File: src/rtl/synth_cfg_pkg.sv
package synth_cfg_pkg;
  parameter int FB_W   = 9;
  parameter int POST_W = 2;
  parameter int TEST_W = 3;
  parameter int WORD_W = TEST_W + POST_W + FB_W;
  parameter int RATIO_W = 1 << POST_W;

  typedef struct packed {
    logic [TEST_W-1:0] test;
    logic [POST_W-1:0] post;
    logic [FB_W-1:0]   fb;
  } cfg_word_t;
endpackage

File: src/rtl/cfg_sync.sv
// Multi-lane level synchronizer: STAGES flops per lane.
module cfg_sync #(
  parameter int LANES  = 4,
  parameter int STAGES = 2
) (
  input  logic             clk,
  input  logic             rst_n,
  input  logic [LANES-1:0] async_in,
  output logic [LANES-1:0] sync_lvl
);
  genvar gi;
  generate
    for (gi = 0; gi < LANES; gi++) begin : g_lane
      logic [STAGES-1:0] pipe_q;
      logic [STAGES-1:0] pipe_d;

      always_comb begin
        pipe_d = {pipe_q[STAGES-2:0], async_in[gi]};
      end

      always_ff @(posedge clk or negedge rst_n) begin
        if (!rst_n) pipe_q <= '0;
        else        pipe_q <= pipe_d;
      end

      assign sync_lvl[gi] = pipe_q[STAGES-1];
    end
  endgenerate
endmodule

File: src/rtl/cfg_edge.sv
// Per-lane edge detector; RISE_MASK bit set selects a rising edge, clear a falling edge.
module cfg_edge #(
  parameter int               LANES     = 3,
  parameter logic [LANES-1:0] RISE_MASK = '1
) (
  input  logic             clk,
  input  logic             rst_n,
  input  logic [LANES-1:0] lvl,
  output logic [LANES-1:0] evt
);
  logic [LANES-1:0] prev_q;
  logic [LANES-1:0] prev_d;

  always_comb prev_d = lvl;

  always_ff @(posedge clk or negedge rst_n) begin
    if (!rst_n) prev_q <= '0;
    else        prev_q <= prev_d;
  end

  genvar gi;
  generate
    for (gi = 0; gi < LANES; gi++) begin : g_det
      if (RISE_MASK[gi]) begin : g_rise
        assign evt[gi] = lvl[gi] & ~prev_q[gi];
      end else begin : g_fall
        assign evt[gi] = ~lvl[gi] & prev_q[gi];
      end
    end
  endgenerate
endmodule

File: src/rtl/cfg_shift.sv
// Serial capture register, MSB first: new bit enters at bit 0.
module cfg_shift #(
  parameter int W = 14
) (
  input  logic         clk,
  input  logic         rst_n,
  input  logic         adv,
  input  logic         din,
  output logic [W-1:0] word
);
  logic [W-1:0] sr_q;
  logic [W-1:0] sr_d;

  always_comb begin
    sr_d = sr_q;
    if (adv) sr_d = {sr_q[W-2:0], din};
  end

  always_ff @(posedge clk or negedge rst_n) begin
    if (!rst_n) sr_q <= '0;
    else        sr_q <= sr_d;
  end

  assign word = sr_q;

  AST_SHIFT_IN: assert property (@(posedge clk) disable iff (!rst_n)
    adv |=> (sr_q[0] == $past(din)) && (sr_q[W-1:1] == $past(sr_q[W-2:0])));
  AST_SHIFT_HOLD: assert property (@(posedge clk) disable iff (!rst_n)
    !adv |=> $stable(sr_q));
endmodule

File: src/rtl/cfg_latch.sv
// Configuration registers shared by both load paths; parallel has priority.
module cfg_latch
  import synth_cfg_pkg::*;
(
  input  logic              clk,
  input  logic              rst_n,
  input  logic              par_evt,
  input  logic              par_lvl,
  input  logic              ser_evt,
  input  logic [FB_W-1:0]   par_fb,
  input  logic [POST_W-1:0] par_post,
  input  cfg_word_t         ser_word,
  output cfg_word_t         cfg
);
  cfg_word_t cfg_q;
  cfg_word_t cfg_d;
  logic      ld_par;
  logic      ld_ser;
  logic      ld_en;

  always_comb begin
    ld_par = par_evt;
    ld_ser = ser_evt & par_lvl & ~par_evt;
    ld_en  = ld_par | ld_ser;
    cfg_d  = cfg_q;
    if (ld_par) begin
      cfg_d.fb   = par_fb;
      cfg_d.post = par_post;
    end else if (ld_ser) begin
      cfg_d = ser_word;
    end
  end

  always_ff @(posedge clk or negedge rst_n) begin
    if (!rst_n) begin
      cfg_q.test <= '0;
      cfg_q.post <= '1;
      cfg_q.fb   <= '1;
    end else if (ld_en) begin
      cfg_q <= cfg_d;
    end
  end

  assign cfg = cfg_q;

  AST_PAR_WINS: assert property (@(posedge clk) disable iff (!rst_n)
    par_evt |=> (cfg_q.fb == $past(par_fb)) && (cfg_q.post == $past(par_post)));
  AST_PAR_KEEPS_TEST: assert property (@(posedge clk) disable iff (!rst_n)
    par_evt |=> $stable(cfg_q.test));
  AST_SER_LOCKED: assert property (@(posedge clk) disable iff (!rst_n)
    (ser_evt && !par_lvl) |=> $stable(cfg_q));
  AST_NO_STROBE_HOLD: assert property (@(posedge clk) disable iff (!rst_n)
    (!par_evt && !ser_evt) |=> $stable(cfg_q));
endmodule

File: src/rtl/cfg_ratio_dec.sv
// One-hot decode of the post-divider code.
module cfg_ratio_dec #(
  parameter int CODE_W = 2,
  localparam int OUT_W = 1 << CODE_W
) (
  input  logic [CODE_W-1:0] code,
  output logic [OUT_W-1:0]  ratio
);
  genvar gi;
  generate
    for (gi = 0; gi < OUT_W; gi++) begin : g_bit
      assign ratio[gi] = (code == CODE_W'(gi));
    end
  endgenerate

  always_comb begin
    AST_RATIO_ONEHOT: assert ($countones(ratio) == 1);
  end
endmodule

File: src/rtl/synth_cfg_port.sv
module synth_cfg_port
  import synth_cfg_pkg::*;
#(
  parameter int SYNC_STAGES = 2
) (
  input  logic              clk,
  input  logic              rst_n,
  input  logic              ser_clk,
  input  logic              ser_dat,
  input  logic              ser_ld,
  input  logic              par_ld,
  input  logic [FB_W-1:0]   par_fb,
  input  logic [POST_W-1:0] par_post,
  output logic [FB_W-1:0]   cfg_fb,
  output logic [POST_W-1:0] cfg_post,
  output logic [TEST_W-1:0] cfg_test,
  output logic [RATIO_W-1:0] cfg_ratio,
  output logic              fb_zero
);
  localparam int LN_SCLK = 0;
  localparam int LN_SLD  = 1;
  localparam int LN_PLD  = 2;
  localparam int LN_SDAT = 3;
  localparam int N_LANES = 4;
  localparam int N_EDGES = 3;

  // Reset: asserted asynchronously, released on the clock.
  logic [1:0] rst_pipe_q;
  logic       rst_ni;

  always_ff @(posedge clk or negedge rst_n) begin
    if (!rst_n) rst_pipe_q <= '0;
    else        rst_pipe_q <= {rst_pipe_q[0], 1'b1};
  end
  assign rst_ni = rst_pipe_q[1];

  logic [N_LANES-1:0] raw_in;
  logic [N_LANES-1:0] lvl;
  logic [N_EDGES-1:0] evt;
  cfg_word_t          sr_word;
  cfg_word_t          cfg;
  logic [WORD_W-1:0]  sr_bits;

  assign raw_in = {ser_dat, par_ld, ser_ld, ser_clk};

  cfg_sync #(.LANES(N_LANES), .STAGES(SYNC_STAGES)) u_sync (
    .clk      (clk),
    .rst_n    (rst_ni),
    .async_in (raw_in),
    .sync_lvl (lvl)
  );

  // serial clock: rising, serial load: falling, parallel load: rising
  cfg_edge #(.LANES(N_EDGES), .RISE_MASK(3'b101)) u_edge (
    .clk   (clk),
    .rst_n (rst_ni),
    .lvl   (lvl[N_EDGES-1:0]),
    .evt   (evt)
  );

  cfg_shift #(.W(WORD_W)) u_shift (
    .clk   (clk),
    .rst_n (rst_ni),
    .adv   (evt[LN_SCLK]),
    .din   (lvl[LN_SDAT]),
    .word  (sr_bits)
  );
  assign sr_word = cfg_word_t'(sr_bits);

  cfg_latch u_latch (
    .clk      (clk),
    .rst_n    (rst_ni),
    .par_evt  (evt[LN_PLD]),
    .par_lvl  (lvl[LN_PLD]),
    .ser_evt  (evt[LN_SLD]),
    .par_fb   (par_fb),
    .par_post (par_post),
    .ser_word (sr_word),
    .cfg      (cfg)
  );

  cfg_ratio_dec #(.CODE_W(POST_W)) u_dec (
    .code  (cfg.post),
    .ratio (cfg_ratio)
  );

  assign cfg_fb   = cfg.fb;
  assign cfg_post = cfg.post;
  assign cfg_test = cfg.test;
  assign fb_zero  = (cfg.fb == '0);

  AST_ZERO_FLAG_TRACKS: assert property (@(posedge clk) disable iff (!rst_ni)
    $rose(fb_zero) |-> $past(evt[LN_PLD] || evt[LN_SLD]));
endmodule

File: config.mk
export PLATFORM = sky130hd
export DESIGN_NAME = synth_cfg_port
export DESIGN_NICKNAME = d
export VERILOG_FILES = /design/src/rtl/synth_cfg_pkg.sv /design/src/rtl/cfg_sync.sv /design/src/rtl/cfg_edge.sv /design/src/rtl/cfg_shift.sv /design/src/rtl/cfg_latch.sv /design/src/rtl/cfg_ratio_dec.sv /design/src/rtl/synth_cfg_port.sv
export SDC_FILE = /design/constraint.sdc
export NUM_CORES = 1
export LEC_CHECK = 0
export BUFFER_PORTS_ARGS = -buffer_cell sky130_fd_sc_hd__buf_2
export CORE_ASPECT_RATIO = 1.25
export CORE_MARGIN = 3
export CORE_UTILIZATION = 40
export DETAILED_ROUTE_END_ITERATION = 8
export HOLD_SLACK_MARGIN = 0.12
export PLACE_DENSITY = 0.62
export SYNTH_ARGS = -nofsm -noshare
export SYNTH_HDL_FRONTEND = slang
export SYNTH_SLANG_ARGS = --single-unit
File: constraint.sdc
create_clock -name clk -period 1.1 [get_ports clk]
set_input_delay 0.055 -clock clk [delete_from_list [all_inputs] [get_ports clk]]
set_output_delay 0.055 -clock clk [all_outputs]
set_load 0.01 [all_outputs]
# Yosys cells after proc, flatten, opt, wreduce, memory -nomap -nowiden
# Index checks and enable logic that the tools add are counted.
[totals]
regBits = 41
input_bits = 17
word_cells = 30
[op_classes]
n_eq_ne = 3
muxes = 2
n_bitwise = 10
reduce_logical = 5
[op_table]
columns = ["op", "n"]
rows = [
  ["11-bit two-way mux", 2],
  ["9-bit zero test", 1],
  ["1-bit bitwise AND", 5],
  ["2-bit equality test (second input constant)", 2],
  ["1-bit inverter", 4],
  ["3-bit AND reduction", 1],
  ["2-bit by 1-bit equality test with 1-bit output (second input constant)", 1],
  ["2-bit zero test", 1],
  ["2-bit AND reduction", 1],
  ["2-bit nonzero test", 1],
  ["1-bit OR", 1],
]

# Depth between registers and ports, before layout
[depth]
depth_word = 6
ltp_mapped = 5
mapped_depth_nobuf = 3

# Hierarchy
# Synthesis repeated with hierarchy kept, for this count alone.
[hier_totals]
hier_cells = 126
hier_area_um2 = 1690.4
[modules_own_cells]
columns = ["module", "instances", "cells_per_inst", "area_per_inst_um2"]
rows = [
  ["cfg_latch", 1, 69, 718.2],
  ["cfg_shift", 1, 29, 519.2],
  ["cfg_sync", 1, 12, 230.2],
  ["cfg_edge", 1, 6, 116.4],
  ["synth_cfg_port", 1, 6, 80.1],
  ["cfg_ratio_dec", 1, 4, 26.3],
]

# Worst setup path before layout
# No wires, ideal clock.
[synth_path]
kind = "register -> register"
start = "reg u_sync.g_lane[2].pipe_q[1]"
end = "reg u_latch.cfg_q (netlist bit u_latch.cfg[11])"
setup_time_ns = 0.125
t_arrival_ns = 1.223
required_time_ns = 0.975
setup_slack_ns = -0.248
stages_incl_launch_ff = 6
n_path_buf = 2
synth_period_minus_slack_ns = 1.348
path_cell_list = "dfrtp_1 -> and3b_1 -> buf_6 -> and2_4 -> buf_6 -> mux2_4"
[synth_between]
elab_chain_cells = 5
word_cells_on_any_way = 6
classes_between = "5 x bitwise; 1 x reduce/logical"
[synth_rtl]
columns = ["item", "line", "source"]
rows = [
  ["start: declaration", "cfg_sync.sv:14", "logic [STAGES-1:0] pipe_q;"],
  ["start signal: assignment", "cfg_sync.sv:23", "else pipe_q <= pipe_d;"],
  ["1-bit bitwise AND", "cfg_edge.sv:25", "assign evt[gi] = lvl[gi] & ~prev_q[gi];"],
  ["1-bit inverter (no source line)", "n/a", ""],
  ["1-bit bitwise AND", "cfg_latch.sv:23", "ld_ser = ser_evt & par_lvl & ~par_evt;"],
  ["1-bit OR", "cfg_latch.sv:24", "ld_en = ld_par | ld_ser;"],
  ["3-bit AND reduction (no source line) (*)", "n/a", ""],
  ["end signal: assignment", "cfg_latch.sv:40", "cfg_q <= cfg_d;"],
  ["end: declaration", "cfg_latch.sv:15", "cfg_word_t cfg_q;"],
]
# Mark *: on every way between the ends. The rest lies on a longest branch, timed or not.
# A chain may end at the register's enable or synchronous reset.

# Worst setup path after layout
[layout_path]
start = "reg u_latch.cfg_q (netlist bit u_latch.cfg[4])"
end = "out fb_zero"
[layout_between]
elab_chain_cells = 1
[layout_rtl]
columns = ["item", "line", "source"]
rows = [
  ["9-bit zero test", "synth_cfg_port.sv:90", "assign fb_zero = (cfg.fb == '0);"],
  ["end: declaration", "synth_cfg_port.sv:18", "output logic fb_zero"],
]
# Every way passes these cells.

==> results.py <==
metrics = {
    "run_status": {
        "outcome": "finished with violations",
        "violations": "setup timing",
    },
    "power": {
        "irDropWorstVdd_v": 0.000976,
        "p_per_area_mw_per_mm2": 1830,
        "leakage_nw": 1.12,
    },
    "placed_design": {
        "io_buffers": 35,
        "dp_cells": 204,
        "place.gp.congestion": 0.774,
        "hpwlAfterDp_um": 2260,
        "dp_slack_ps": -174,
    },
    "worst_setup_path": {
        "crit_required_ps": 1040,
        "crit_fanout": 2,
        "endpoint_kind": "output port",
        "arrival_ps": 1340,
        "path_buf_inv": 1,
        "slowest_delay_ps": 390,
        "cp_top_family": "simple AND/OR/NAND/NOR gates",
        "crit_slowest_cell": "dfstp_2",
        "path_cells": "nor4_4, nand2_1, nor4_2, buf_2",
        "cp-start-kind": "flip-flop",
        "crit_type": "flip-flop to output port",
    },
    "detailed_routing": {
        "drc": 0,
        "routed_via_density": 4.98,
        "drt_iter0_drc": 52,
        "finalWirelength_um": 3600,
        "ant_nets": 0,
        "wire_per_inst_um": 15.5,
        "first_pass_iters": 4,
        "num_vias": 1160,
    },
    "clock_network": {
        "htree_levels": 2,
        "root_buffer": "clkbuf_8",
        "cts_buffer_depth": 2,
        "clk_pin_slew_ps": 80,
        "cts_made_buffers": 5,
        "clock-sinks": 41,
        "cts_tree": "built",
        "clock_latency_ps": 290,
    },
    "synthesis": {
        "syn_area_sq_mm": 0.00156,
        "synth_area_leaders": "dfrtp_1 48%, dfstp_2 18%, mux2_2 10%, a21oi_1 3.8%, a221o_1 3.2%",
        "ys_seq_area_share_pct": 66.5,
        "synth_top_cell_area_share_pct": 48.0,
        "ys_types": 20,
        "synth_top_area_cell": "dfrtp_1",
        "async_reset_ff_share_pct": 100,
        "syn_area_per_cell_sq_um": 13.7,
        "syn_nets": 131,
        "syn-instance-count": 114,
        "synth_edf_count": 0,
        "synth_top_flop_cell": "dfrtp_1",
        "yosysWarningCount": 0,
        "synth-seq-cells": 41,
    },
    "timing": {
        "setup_slack_ps": -293,
        "min_period_ps": 1390,
        "setup_violations": 33,
        "maxSlewViolCount": 0,
        "rsz0062_at_grt": "true",
        "skew_ps": 10.1,
        "timing.hold.ws_ps": 204,
        "period_share_pct": 127,
        "hold_violations": 0,
        "fmax_mhz": 718,
    },
    "floorplanning": {
        "die_w_um": 61.9,
        "rows": 24,
        "die_h_um": 75.9,
        "core-area_sq_mm": 0.00363,
        "design.die.area_sq_mm": 0.00470,
        "ios": 36,
        "start_util_pct": 43.0,
    },
    "global_route": {
        "grt_pass1_wl_um": 5510,
        "grt_start_max_net_pins": 26,
        "grt-ovfl-total": 0,
        "first_global_vias": 1200,
        "track_usage_pct": 16.3,
        "antenna_found_initial": 0,
    },
    "finish": {
        "finalNonFillerCells": 233,
        "areaGrowthSynthToFinish_pct": 51.4,
        "drive_gt1_share_pct": 59.1,
        "nets": 197,
        "nFillCells": 273,
        "num_antenna_cells": 0,
        "layout_common_cells": "29 x buf_2, 29 x dfrtp_1, 17 x mux2_4, 17 x dlygate4sd3_1, 11 x dfstp_2",
    },
    "job": {
        "max_cap_viol_count": 0,
    },
    "hold_path": {
        "hold_path_class": "flip-flop to async pin",
    },
}
report_power, final:
group / leakage [nW] / internal, W / switching (W)
sequential: 0.479 / 0.00190 / 0.000363
combinational: 0.596 / 0.000714 / 0.000364
clock: 0.0455 / 0.000511 / 0.000476
total: 1.12 / 0.00313 / 0.00120
synthesized netlist by cell type (all sizes together), types with 2 or more instances:
cell and number:
nor2 8, and3 5, mux2 17, nor2b 4, and2 2, a221o 5, dfrtp 30, nor4 2
dfstp 11, a21oi 12, clkbuf 4, nand2 7, buf 3
path summary, 6_finish.rpt:
| check | from | end | slack, ps | cells past startpoint |
|---|---|---|---|---|
| max in group asynchronous | rst_n | rst_pipe_q[1]$_DFF_PN0_ | 360 | 3 |
| worst min register to register | rst_pipe_q[1]$_DFF_PN0_ | u_sync.g_lane[0].pipe_q[1]$_DFF_PN0_ | 200 | 1 |
| worst max register to register | u_sync.g_lane[1].pipe_q[1]$_DFF_PN0_ | u_latch.cfg[11]$_DFFE_PN0P_ | -170 | 3 |
| worst min-delay path | rst_pipe_q[1]$_DFF_PN0_ | u_sync.g_lane[0].pipe_q[1]$_DFF_PN0_ | 200 | 1 |
| min in group clk | u_sync.g_lane[2].pipe_q[0]$_DFF_PN0_ | u_sync.g_lane[2].pipe_q[1]$_DFF_PN0_ | 350 | 0 |
| worst max-delay path | u_latch.cfg[4]$_DFFE_PN1P_ | fb_zero | -290 | 4 |
what timing repair did:
item / CTS / global route
setup endpoints to repair: 28 / 35
setup buffers: 3 / 2
endpoints found under the hold margin: 17 / 0
hold buffers: 17 / 0
gates cloned: 0 / 1
pin swaps: 17 / 15
resized for setup: 17 / 31
metal layers:
| layer | up-vias | global-route usage [%] | wire length, um | part of all wire [%] |
|---|---|---|---|---|
| met5 | - | 0 | 0 | 0 |
| met4 | 0 | 8.49 | 140 | 3.9 |
| met3 | 15 | 5.27 | 133 | 3.7 |
| met2 | 36 | 26.3 | 1880 | 52 |
| met1 | 588 | 18.4 | 1450 | 40 |
| li1 | 521 | - | - | - |
state kept, by name (all words and copies together) (netlist names):
name and count:
rst_pipe_q 2, u_shift.word 14, u_sync.g_lane.pipe_q 8, u_edge.prev_q 3
u_latch.cfg 14
cell type report:
class	instances	area (sq um)	share of cell area [%]
flip-flops and latches	41	1040	44.0
multi-input cells	66	653	27.6
repair buffers	66	518	21.9
clock buffers	8	90.1	3.81
well taps	52	65.1	2.75
through the flow:
step | instance area, sq um | utilization [%] | total power [W] | setup TNS [ps]
6_report | 2370 | 65.2 | 0.00433 | -1930
5_1_grt | 2370 | 65.2 | 0.00456 | -3870
4_1_cts | 2230 | 61.4 | 0.00418 | -1520
3_5_place_dp | 1880 | 51.7 | 0.00305 | -1430
3_3_place_gp | 1880 | 51.7 | 0.00301 | -866
2_1_floorplan | 1620 | - | 0.00272 | -2590
kinds of logic after synthesis:
family,after synthesis,share of synthesized area (%)
multiplexers,17,13.0
buffers and inverters,7,2.88
flip-flops,41,66.5
other,1,0.240
AO/OA/AOI/OAI,17,7.04
AND/OR/NAND/NOR,31,10.4
Note: power is estimated with default switching activity, not from simulation.
